--- config.mk ---
export PLATFORM = sky130hd
export DESIGN_NAME = pll_divcfg_ctrl
export DESIGN_NICKNAME = d
export VERILOG_FILES = /design/src/rtl/pll_cfg_pkg.sv /design/src/rtl/pll_cmd_decode.sv /design/src/rtl/pll_fb_stepper.sv /design/src/rtl/pll_shadow_bank.sv /design/src/rtl/pll_active_bank.sv /design/src/rtl/pll_divcfg_ctrl.sv
export SDC_FILE = /design/constraint.sdc
export NUM_CORES = 1
export LEC_CHECK = 0
export BUFFER_PORTS_ARGS = -buffer_cell sky130_fd_sc_hd__buf_2
export CORE_MARGIN = 2
export CORE_UTILIZATION = 52
export CTS_CLUSTER_DIAMETER = 50
export DETAILED_ROUTE_END_ITERATION = 10
export HOLD_SLACK_MARGIN = 0.1
export PLACE_DENSITY = 0.76
export SLEW_MARGIN = 20
export SYNTH_ARGS = -nofsm -noshare
export SYNTH_HDL_FRONTEND = slang
export SYNTH_SLANG_ARGS = --single-unit
--- constraint.sdc ---
create_clock -name clk -period 4.23 [get_ports clk]
set_input_delay 0.423 -clock clk [delete_from_list [all_inputs] [get_ports clk]]
set_output_delay 0.423 -clock clk [all_outputs]
set_load 0.005 [all_outputs]
--- src/rtl/pll_cfg_pkg.sv ---
package pll_cfg_pkg;
  parameter int FB_W   = 10;
  parameter int DIVA_W = 3;
  parameter int BYTE_W = 8;
  localparam int FB_HI_W = FB_W - BYTE_W;
  localparam logic [FB_W-1:0] FB_MAX = {FB_W{1'b1}};

  typedef struct packed {
    logic              pre;
    logic              divb;
    logic [DIVA_W-1:0] diva;
    logic [FB_W-1:0]   fb;
  } div_cfg_t;

  typedef struct packed {
    logic inc;
    logic dec;
    logic load;
    logic get;
    logic wr_lo;
    logic wr_hi;
  } ctl_req_t;
endpackage

--- src/rtl/pll_cmd_decode.sv ---
module pll_cmd_decode
  import pll_cfg_pkg::*;
#(
  parameter int ADDR_W = 8,
  parameter logic [ADDR_W-1:0] LO_ADDR  = 8'h00,
  parameter logic [ADDR_W-1:0] HI_ADDR  = 8'h01,
  parameter logic [ADDR_W-1:0] CMD_ADDR = 8'hF0
) (
  input  logic              host_en,
  input  logic              wr_en,
  input  logic [ADDR_W-1:0] wr_addr,
  input  logic [3:0]        op_nib,
  output ctl_req_t          req
);
  logic valid_op;
  logic hit_cmd;

  always_comb begin
    valid_op  = ($countones(op_nib) == 1);
    hit_cmd   = host_en && wr_en && (wr_addr == CMD_ADDR) && valid_op;
    req.inc   = hit_cmd && op_nib[0];
    req.dec   = hit_cmd && op_nib[1];
    req.load  = hit_cmd && op_nib[2];
    req.get   = hit_cmd && op_nib[3];
    req.wr_lo = host_en && wr_en && (wr_addr == LO_ADDR);
    req.wr_hi = host_en && wr_en && (wr_addr == HI_ADDR);
  end
endmodule

--- src/rtl/pll_fb_stepper.sv ---
module pll_fb_stepper
  import pll_cfg_pkg::*;
#(
  parameter int W = FB_W
) (
  input  logic [W-1:0] cur,
  input  logic         up,
  input  logic         down,
  output logic [W-1:0] nxt
);
  localparam logic [W-1:0] TOP = {W{1'b1}};
  localparam logic [W-1:0] ONE = {{(W-1){1'b0}}, 1'b1};

  always_comb begin
    nxt = cur;
    if (up && (cur != TOP))
      nxt = cur + ONE;
    else if (down && (cur != '0))
      nxt = cur - ONE;
  end
endmodule

--- src/rtl/pll_shadow_bank.sv ---
module pll_shadow_bank
  import pll_cfg_pkg::*;
#(
  parameter div_cfg_t RST_CFG = '0
) (
  input  logic              clk,
  input  logic              rst,
  input  logic              host_en,
  input  div_cfg_t          pin_cfg,
  input  div_cfg_t          act_cfg,
  input  ctl_req_t          req,
  input  logic [BYTE_W-1:0] wr_data,
  output div_cfg_t          shd_cfg
);
  always_ff @(posedge clk) begin
    if (rst) begin
      shd_cfg <= RST_CFG;
    end else if (!host_en) begin
      shd_cfg <= pin_cfg;
    end else if (req.get) begin
      shd_cfg <= act_cfg;
    end else begin
      if (req.wr_lo)
        shd_cfg.fb[BYTE_W-1:0] <= wr_data;
      if (req.wr_hi) begin
        shd_cfg.fb[FB_W-1:BYTE_W] <= wr_data[FB_HI_W-1:0];
        shd_cfg.diva <= wr_data[FB_HI_W +: DIVA_W];
        shd_cfg.divb <= wr_data[FB_HI_W+DIVA_W];
        shd_cfg.pre  <= wr_data[FB_HI_W+DIVA_W+1];
      end
    end
  end
endmodule

--- src/rtl/pll_active_bank.sv ---
module pll_active_bank
  import pll_cfg_pkg::*;
#(
  parameter div_cfg_t RST_CFG = '0
) (
  input  logic     clk,
  input  logic     rst,
  input  logic     host_en,
  input  div_cfg_t pin_cfg,
  input  div_cfg_t shd_cfg,
  input  ctl_req_t req,
  output div_cfg_t act_cfg
);
  logic [FB_W-1:0] fb_step;

  pll_fb_stepper #(.W(FB_W)) u_step (
    .cur  (act_cfg.fb),
    .up   (req.inc),
    .down (req.dec),
    .nxt  (fb_step)
  );

  always_ff @(posedge clk) begin
    if (rst)
      act_cfg <= RST_CFG;
    else if (!host_en)
      act_cfg <= pin_cfg;
    else if (req.load)
      act_cfg <= shd_cfg;
    else if (req.inc || req.dec)
      act_cfg.fb <= fb_step;
  end
endmodule

--- src/rtl/pll_divcfg_ctrl.sv ---
module pll_divcfg_ctrl
  import pll_cfg_pkg::*;
#(
  parameter int ADDR_W = 8,
  parameter logic [ADDR_W-1:0] LO_ADDR  = 8'h00,
  parameter logic [ADDR_W-1:0] HI_ADDR  = 8'h01,
  parameter logic [ADDR_W-1:0] CMD_ADDR = 8'hF0,
  parameter logic [FB_W-1:0]   RST_FB   = 10'd200,
  parameter logic [DIVA_W-1:0] RST_DIVA = 3'd1,
  parameter logic              RST_DIVB = 1'b0,
  parameter logic              RST_PRE  = 1'b0
) (
  input  logic              clk,
  input  logic              rst,
  input  logic              serial_mode,
  input  logic [FB_W-1:0]   pin_fb_div,
  input  logic [DIVA_W-1:0] pin_div_a,
  input  logic              pin_div_b,
  input  logic              pin_prescale,
  input  logic              lock_in,
  input  logic              reg_wr_en,
  input  logic [ADDR_W-1:0] reg_wr_addr,
  input  logic [BYTE_W-1:0] reg_wr_data,
  input  logic [ADDR_W-1:0] reg_rd_addr,
  output logic [BYTE_W-1:0] reg_rd_data,
  output logic [FB_W-1:0]   act_fb_div,
  output logic [DIVA_W-1:0] act_div_a,
  output logic              act_div_b,
  output logic              act_prescale
);
  localparam div_cfg_t RST_CFG = '{pre: RST_PRE, divb: RST_DIVB, diva: RST_DIVA, fb: RST_FB};

  div_cfg_t pin_cfg;
  div_cfg_t act_cfg;
  div_cfg_t shd_cfg;
  ctl_req_t req;
  logic [BYTE_W-1:0] rd_mux;

  assign pin_cfg = '{pre: pin_prescale, divb: pin_div_b, diva: pin_div_a, fb: pin_fb_div};

  pll_cmd_decode #(
    .ADDR_W(ADDR_W), .LO_ADDR(LO_ADDR), .HI_ADDR(HI_ADDR), .CMD_ADDR(CMD_ADDR)
  ) u_dec (
    .host_en (serial_mode),
    .wr_en   (reg_wr_en),
    .wr_addr (reg_wr_addr),
    .op_nib  (reg_wr_data[3:0]),
    .req     (req)
  );

  pll_shadow_bank #(.RST_CFG(RST_CFG)) u_shadow (
    .clk     (clk),
    .rst     (rst),
    .host_en (serial_mode),
    .pin_cfg (pin_cfg),
    .act_cfg (act_cfg),
    .req     (req),
    .wr_data (reg_wr_data),
    .shd_cfg (shd_cfg)
  );

  pll_active_bank #(.RST_CFG(RST_CFG)) u_active (
    .clk     (clk),
    .rst     (rst),
    .host_en (serial_mode),
    .pin_cfg (pin_cfg),
    .shd_cfg (shd_cfg),
    .req     (req),
    .act_cfg (act_cfg)
  );

  always_comb begin
    rd_mux = '0;
    if (reg_rd_addr == LO_ADDR)
      rd_mux = shd_cfg.fb[BYTE_W-1:0];
    else if (reg_rd_addr == HI_ADDR)
      rd_mux = {lock_in, shd_cfg.pre, shd_cfg.divb, shd_cfg.diva, shd_cfg.fb[FB_W-1:BYTE_W]};
  end

  always_ff @(posedge clk) begin
    if (rst)
      reg_rd_data <= '0;
    else
      reg_rd_data <= rd_mux;
  end

  assign act_fb_div   = act_cfg.fb;
  assign act_div_a    = act_cfg.diva;
  assign act_div_b    = act_cfg.divb;
  assign act_prescale = act_cfg.pre;
endmodule

==> reports/qor.yml, run 1 <==
status: "finished, final reports clean"
synth_seq_cells: 38
hold_class: "in2reg"
syn-num-nets: 359
tightest_slew_ns: 0.639
synth_ff_type: "dfxtp_1"
worst_r2r_path_depth: 11
final_cell_mix: "66 x buf_2, 52 x nand2_1, 38 x dfxtp_1, 34 x nor2_1, 22 x a21oi_1"
grt_setup_unrepaired: "no"
globalRoute.totalOverflow: 0
maxSlewViolCount: 0
grt_max_degree: 50
ir_drop_mv: 0.213
cp-start-kind: "input port"
syn_area_per_cell_um2: 7.94
path_max_fanout: 11
rows: 24
yosysSeqAreaShare_pct: 31.7
syn_inst: 302
cts_hold_buffers: 0
fmax_mhz: 267
syn2layout_area_growth_pct: 21.1
finalHoldWorstSlack_ns: 0.374
cp-endpoint: "u_active.act_cfg[8]$_SDFFE_PP0P_"
cts_tree: "done"
hold_viol: 0
grt_antenna_before_repair: 0
die_x_um: 71.9
period_minus_slack_ns: 3.74
layout_commonest_cell: "buf_2"
post_drt_via_cell_ratio: 6.14
portBuffers: 66
regArea_um2: 761
grt_pass1_wl_mm: 11.3
diodes: 0
start_util_pct: 54.7
async_flop_share_pct: 0
cts_made_buffers: 5
yosys_warnings: 0
multiInputGateArea_um2: 1540
netlist_area_um2: 2400
r2r-end: "u_active.act_cfg[8]$_SDFFE_PP0P_"
drt_iter0_drc: 237
crit_type: "in2reg"
fin_setup_tns_ns: 0
endpoint_kind: "flop"
dp_hpwl_mm: 5.07
p_per_area_nw_per_um2: 335
cts.sinks: 38
crit_path_start: "reg_wr_data[2]"
cts_root_buf: "clkbuf_8"
cp.arrival_ns: 3.90
num_io_pins: 67
r2r-start: "u_active.act_cfg[0]$_SDFFE_PP0P_"
ctsResizeCount: 0
r2r_slack_ns: 1.27
firstDrtPassIters: 4
place_congestion: 0.871
post-route-cell-area_um2: 2900
drc_errors: 0
grt_usage_pct: 27.9
synth_cell_types: 56
clk_latency_ns: 0.29
die-area_um2: 5170
timing.final.crit_share_pct: 88.5
wl_mm: 7.04
clkSlewWorstSetupHoldPaths_ns: 0.08
nets: 421
drive_gt1_share_pct: 24.1
vias: 2561
die_y_um: 71.9
final_antenna_net_count: 0
synth_edf_count: 0
post_dp_cell_area_um2: 2760
drv_cap: 0
cp_data_required_time_ns: 4.38
wl_per_cell_um: 16.9
clock_skew_ns: 0.00873
h-tree-depth: 2
post_cts_buffers: 0
grt_pass1_vias: 2393
max_slew_margin_pct: 57.4
total_leakage_power_nw: 1.25
core_um2: 4380
cts_buffer_depth: 2
fillers: 390
setup_viol: 0
through the flow:
step	std cells	power [mW]	worst slack, ns	utilization, %
2_1_floorplan	302	0.527	0.524	-
3_3_place_gp	409	0.591	0.298	63.0
3_5_place_dp	409	0.595	0.233	63.0
4_1_cts	417	0.974	0.531	66.2
5_1_grt	417	1.02	0.292	66.2
6_report	417	0.972	0.487	66.2
metal layers:
metal | track usage [%] | wire length, um | vias to the layer above
li1 | - | - | 1251
met1 | 36.7 | 3030 | 1169
met2 | 45.3 | 3270 | 131
met3 | 6.94 | 635 | 10
met4 | 9.22 | 102 | 0
met5 | 0 | 0 | -
layout make-up:
class	count	share of cell area [%]
sequential	38	26.2
tap	52	2.24
multi-input combinational	241	53.1
timing repair buffer	71	12.7
clock buffer	6	2.84
inverter	7	0.905
clock inverter	2	2.07
state kept, by name, indices dropped and copies added (netlist names):
register	flops
reg_rd_data	8
u_shadow.shd_cfg	15
u_active.act_cfg	15
synth_stat cells (all sizes together), types with 2 or more instances:
cell	number	area [um^2]
nor3	3	15.0
a211oi	5	37.5
a221o	2	20.0
o311ai	2	17.5
a31o	3	26.3
nand2b	7	43.8
a211o	5	43.8
a311oi	8	70.1
a311o	7	70.1
nor2	35	134
fa	2	40.0
a221oi	3	26.3
nor4	6	52.6
clkbuf	13	48.8
buf	3	20.0
and3	2	12.5
o21ai	11	55.1
nand4	2	12.5
nand2	52	195
a21oi	22	110
ha	11	138
dfxtp	38	761
a31oi	3	18.8
o211ai	4	30.0
or3	3	18.8
inv	7	26.3
o22ai	2	12.5
xnor2	2	17.5
nand3	4	25.0
nor2b	2	12.5
or4	4	30.0
or2	2	12.5
mux2i	10	100
worst min path at each step:
| stage | startpoint | to | slack, ns | depth (start not counted) |
|---|---|---|---|---|
| 6_report | lock_in | reg_rd_data[7]$_SDFF_PP0_ | 0.37 | 3 |
| 4_1_cts | lock_in | reg_rd_data[7]$_SDFF_PP0_ | 0.38 | 3 |
| 5_1_grt | lock_in | reg_rd_data[7]$_SDFF_PP0_ | 0.40 | 3 |
| 2_1_floorplan | u_shadow.shd_cfg[8]$_SDFFE_PP0P_ | u_shadow.shd_cfg[8]$_SDFFE_PP0P_ | 0.44 | 2 |
| 3_3_place_gp | u_shadow.shd_cfg[5]$_SDFFE_PP0P_ | u_shadow.shd_cfg[5]$_SDFFE_PP0P_ | 0.46 | 2 |
| 3_5_place_dp | u_shadow.shd_cfg[5]$_SDFFE_PP0P_ | u_shadow.shd_cfg[5]$_SDFFE_PP0P_ | 0.46 | 2 |
worst max-delay path, cell delays in order:
cell,delay (ns)
buf_2,0.15
ha_1,0.30
ha_1,0.21
fa_1,0.42
nand4b_1,0.26
nor4_4,0.22
nand3_2,0.27
ha_1,0.33
or3_1,0.40
o211a_1,0.23
or4_1,0.47
o311ai_0,0.11
o41ai_1,0.09
where the power goes:
part	switching (mW)	internal (mW)
clock	0.131	0.252
combinational	0.100	0.0860
sequential	0.0252	0.379
total	0.256	0.716
logic make-up after synthesis:
group / share of synthesized area [%]
adders and majority gates: 7.41
DFF: 31.7
xor gates and xnor gates: 1.10
AOI/OAI and AO/OA: 26.2
buffers and inverters: 3.97
muxes: 4.18
and+or+nand+nor: 25.4
No activity file was read; power rests on OpenSTA's default activity.
==> run 2, diff against run 1 <==
--- a/config.mk
+++ b/config.mk
@@ -5,9 +5,10 @@
 export SDC_FILE = /design/constraint.sdc
 export NUM_CORES = 1
 export LEC_CHECK = 0
+export ABC_AREA = 1
 export BUFFER_PORTS_ARGS = -buffer_cell sky130_fd_sc_hd__buf_2
 export CORE_MARGIN = 2
-export CORE_UTILIZATION = 52
+export CORE_UTILIZATION = 53
 export CTS_CLUSTER_DIAMETER = 50
 export DETAILED_ROUTE_END_ITERATION = 10
 export HOLD_SLACK_MARGIN = 0.1
==> reports/qor.yml, run 2 <==
synth_most_common_cell: "nand2_1"
r2r_slack_ns: 1.51  # +0.24 ns
async_flop_share_pct: 0  # unchanged
h-tree-depth: 2  # unchanged
globalRoute.totalOverflow: 0  # unchanged
grt_setup_unrepaired: "no"
p_per_area_nw_per_um2: 287  # -14%
netlist_top_cells_count: "141 x nand2_1, 38 x dfxtp_1, 34 x nand3_1"
top_regs: "u_active.act_cfg: 15 flops, u_shadow.shd_cfg: 15 flops, reg_rd_data: 8 flops"
portBuffers: 66  # unchanged
clk_latency_ns: 0.29  # about the same
cts.sinks: 38  # unchanged
hold_end: "reg_rd_data[7]$_SDFF_PP0_"
diodes: 0  # unchanged
cp-start-kind: "input port"
dp_hpwl_mm: 5.47  # +7.8%
vias: 2897  # +13%
endpoint_kind: "flop"
nets: 523  # +24%
tightest_slew_ns: 0.824  # +0.185 ns
yosysTopAreaCell: "dfxtp_1"
syn2layout_area_growth_pct: 17.7
grt_usage_pct: 27.6  # -0.32 points
grt_pass1_wl_mm: 11.7  # +3.7%
cts_buffer_depth: 2  # unchanged
period_minus_slack_ns: 3.58  # -0.159 ns
die-area_um2: 5450  # +5.5%
ctsResizeCount: 0  # unchanged
synth_edf_count: 0  # unchanged
cts_hold_buffers: 0  # unchanged
yosys-top-cells-area: "dfxtp_1 29%, nand2_1 20%, nand3_1 6.6%"
syn-num-nets: 461  # +28%
drc_errors: 0  # unchanged
final_cells: 534  # +28%
drt_iter0_drc: 215  # -9.3%
syn_inst: 404  # +34%
die_y_um: 73.9  # +2.7%
final_cell_mix: "141 x nand2_1, 66 x buf_2, 38 x dfxtp_1, 34 x nand3_1, 30 x inv_1"
dp.cells: 526  # +29%
clkSlewWorstSetupHoldPaths_ns: 0.08  # about the same
syn_area_per_cell_um2: 6.40  # -19%
firstDrtPassIters: 5  # +1
hold_path_depth: 3  # unchanged
cts_tree: "done"
hold_viol: 0  # unchanged
r2r-start: "u_active.act_cfg[8]$_SDFFE_PP0P_"
worst_r2r_path_depth: 15  # +4
grt_max_degree: 31  # -38%
yosysSeqAreaShare_pct: 29.4  # -2.3 points
max_slew_margin_pct: 44.9  # -12 points
num_io_pins: 67  # unchanged
path_max_fanout: 9  # -2
synth_seq_cells: 38  # unchanged
core_um2: 4720  # +7.7%
fillers: 452  # +16%
final_antenna_net_count: 0  # unchanged
grt_antenna_before_repair: 0  # unchanged
cp_data_required_time_ns: 4.45  # +0.07 ns
post_drt_via_cell_ratio: 5.43  # -12%
place_congestion: 0.897  # +2.9%
drv_cap: 0  # unchanged
start_util_pct: 54.8  # +0.075 points
setup_viol: 0  # unchanged
crit_type: "in2reg"
synth_ff_type: "dfxtp_1"
cts_root_buf: "clkbuf_8"
total_leakage_power_nw: 1.55  # +24%
synth_cell_types: 40  # -29%
wl_per_cell_um: 13.7  # -19%
r2r-end: "u_active.act_cfg[8]$_SDFFE_PP0P_"
hold_class: "in2reg"
netlist_area_um2: 2590  # +7.9%
maxSlewViolCount: 0  # unchanged
yosys_warnings: 0  # unchanged
post_cts_buffers: 0  # unchanged
ir_drop_mv: 0.210  # -1.4%
synth_top_area_share_pct: 29.4  # -2.3 points
timing.final.crit_share_pct: 84.7  # -3.8 points
die_x_um: 73.9  # +2.7%
cts_made_buffers: 5  # unchanged
status: "finished, final reports clean"
grt_pass1_vias: 2617  # +9.4%
rows: 25  # +4.2%
fin_setup_tns_ns: 0  # unchanged
cp.arrival_ns: 3.81  # -0.09 ns
worstHoldStart: "lock_in"
layout_commonest_cell: "nand2_1"
fin_util_pct: 64.4  # -1.8 points
clock_skew_ns: 0.00366  # -0.00508 ns
wl_mm: 7.32  # +4.0%
drive_gt1_share_pct: 19.7  # -4.4 points
fmax_mhz: 279  # +4.4%
[run 2: changes by cell type after synthesis, moves of 8 or more]
| cell | change |
|---|---|
| nand2_1 | +89 |
| nand3_1 | +31 |
| inv_1 | +23 |
| o21ai_0 | +18 |
| a31oi_1 | +12 |
| mux2i_1 | -10 |
| a311oi_1 | -8 |
| nor2_1 | -8 |
[run 2: cell type report]
type / instances / area [um^2] / area share (%)
Tap cell: 67 / 83.8 / 2.75
Sequential cell: 38 / 761 / 25.0
Inverter: 34 / 128 / 4.19
Clock inverter: 2 / 12.5 / 0.411
Timing Repair Buffer: 68 / 345 / 11.3
Multi-Input combinational cell: 319 / 1630 / 53.6
Clock buffer: 6 / 82.6 / 2.71
[run 2: worst max path at each step]
stage | from | to | slack [ns] | cells past startpoint
2_1_floorplan | reg_wr_data[2] | u_active.act_cfg[6]$_SDFFE_PP1P_ | 0.73 | 21
3_3_place_gp | reg_wr_data[3] | u_active.act_cfg[7]$_SDFFE_PP1P_ | 0.52 | 20
3_5_place_dp | reg_wr_data[3] | u_active.act_cfg[8]$_SDFFE_PP0P_ | 0.39 | 21
4_1_cts | reg_wr_data[3] | u_active.act_cfg[8]$_SDFFE_PP0P_ | 0.69 | 21
5_1_grt | reg_wr_data[3] | u_active.act_cfg[9]$_SDFFE_PP0P_ | 0.35 | 21
6_report | reg_wr_data[3] | u_active.act_cfg[8]$_SDFFE_PP0P_ | 0.65 | 21
[run 2: metal layers]
metal / vias up / GRT usage [%] / wire length (um)
met1: 1312 / 35.3 / 3150
li1: 1466 / - / -
met3: 13 / 4.25 / 498
met5: - / 0 / 0
met2: 106 / 47.1 / 3550
met4: 0 / 9.29 / 132
[run 2: worst max-delay path, stage by stage]
cell and delay [ns]:
buf_2 0.20, ha_1 0.27, ha_1 0.21, fa_1 0.42, inv_1 0.06, nand2_1 0.04
nor2_1 0.11, nand2_1 0.14, nor2_8 0.17, nand3_1 0.22, ha_1 0.44, nand2_1 0.07
o21ai_0 0.27, nand2_1 0.11, nor2_1 0.17, nand2_1 0.09, nand2_1 0.07, nand2_1 0.05
nand3_1 0.08, nand2_1 0.06, a21oi_1 0.12
[run 2: power breakdown]
part           internal [mW]  switching [mW]  leakage (nW)
combinational         0.0807           0.120          1.19
clock                  0.131           0.137        0.0472
sequential             0.379          0.0255         0.314
[run 2: cells by family (layout without fill, tap and decap cells)]
group / Yosys count / count (layout) / share of synthesized area [%]
buffers and inverters: 47 / 110 / 7.55
and+or+nand+nor: 224 / 224 / 38.3
AOI/OAI and AO/OA: 79 / 79 / 16.8
xor gates and xnor gates: 3 / 3 / 1.02
DFF: 38 / 38 / 29.4
adders and majority gates: 13 / 13 / 6.87
[run 2: through the flow]
| stage | instance area, um^2 | hold WS (ns) | worst slack, ns | power (mW) |
|---|---|---|---|---|
| 5_1_grt | 3040 | 0.389 | 0.353 | 0.916 |
| 3_3_place_gp | 2950 | 0.471 | 0.520 | 0.605 |
| 2_1_floorplan | 2590 | 0.450 | 0.731 | 0.540 |
| 3_5_place_dp | 2950 | 0.472 | 0.388 | 0.609 |
| 4_1_cts | 3040 | 0.380 | 0.687 | 0.870 |
| 6_report | 3040 | 0.379 | 0.646 | 0.873 |
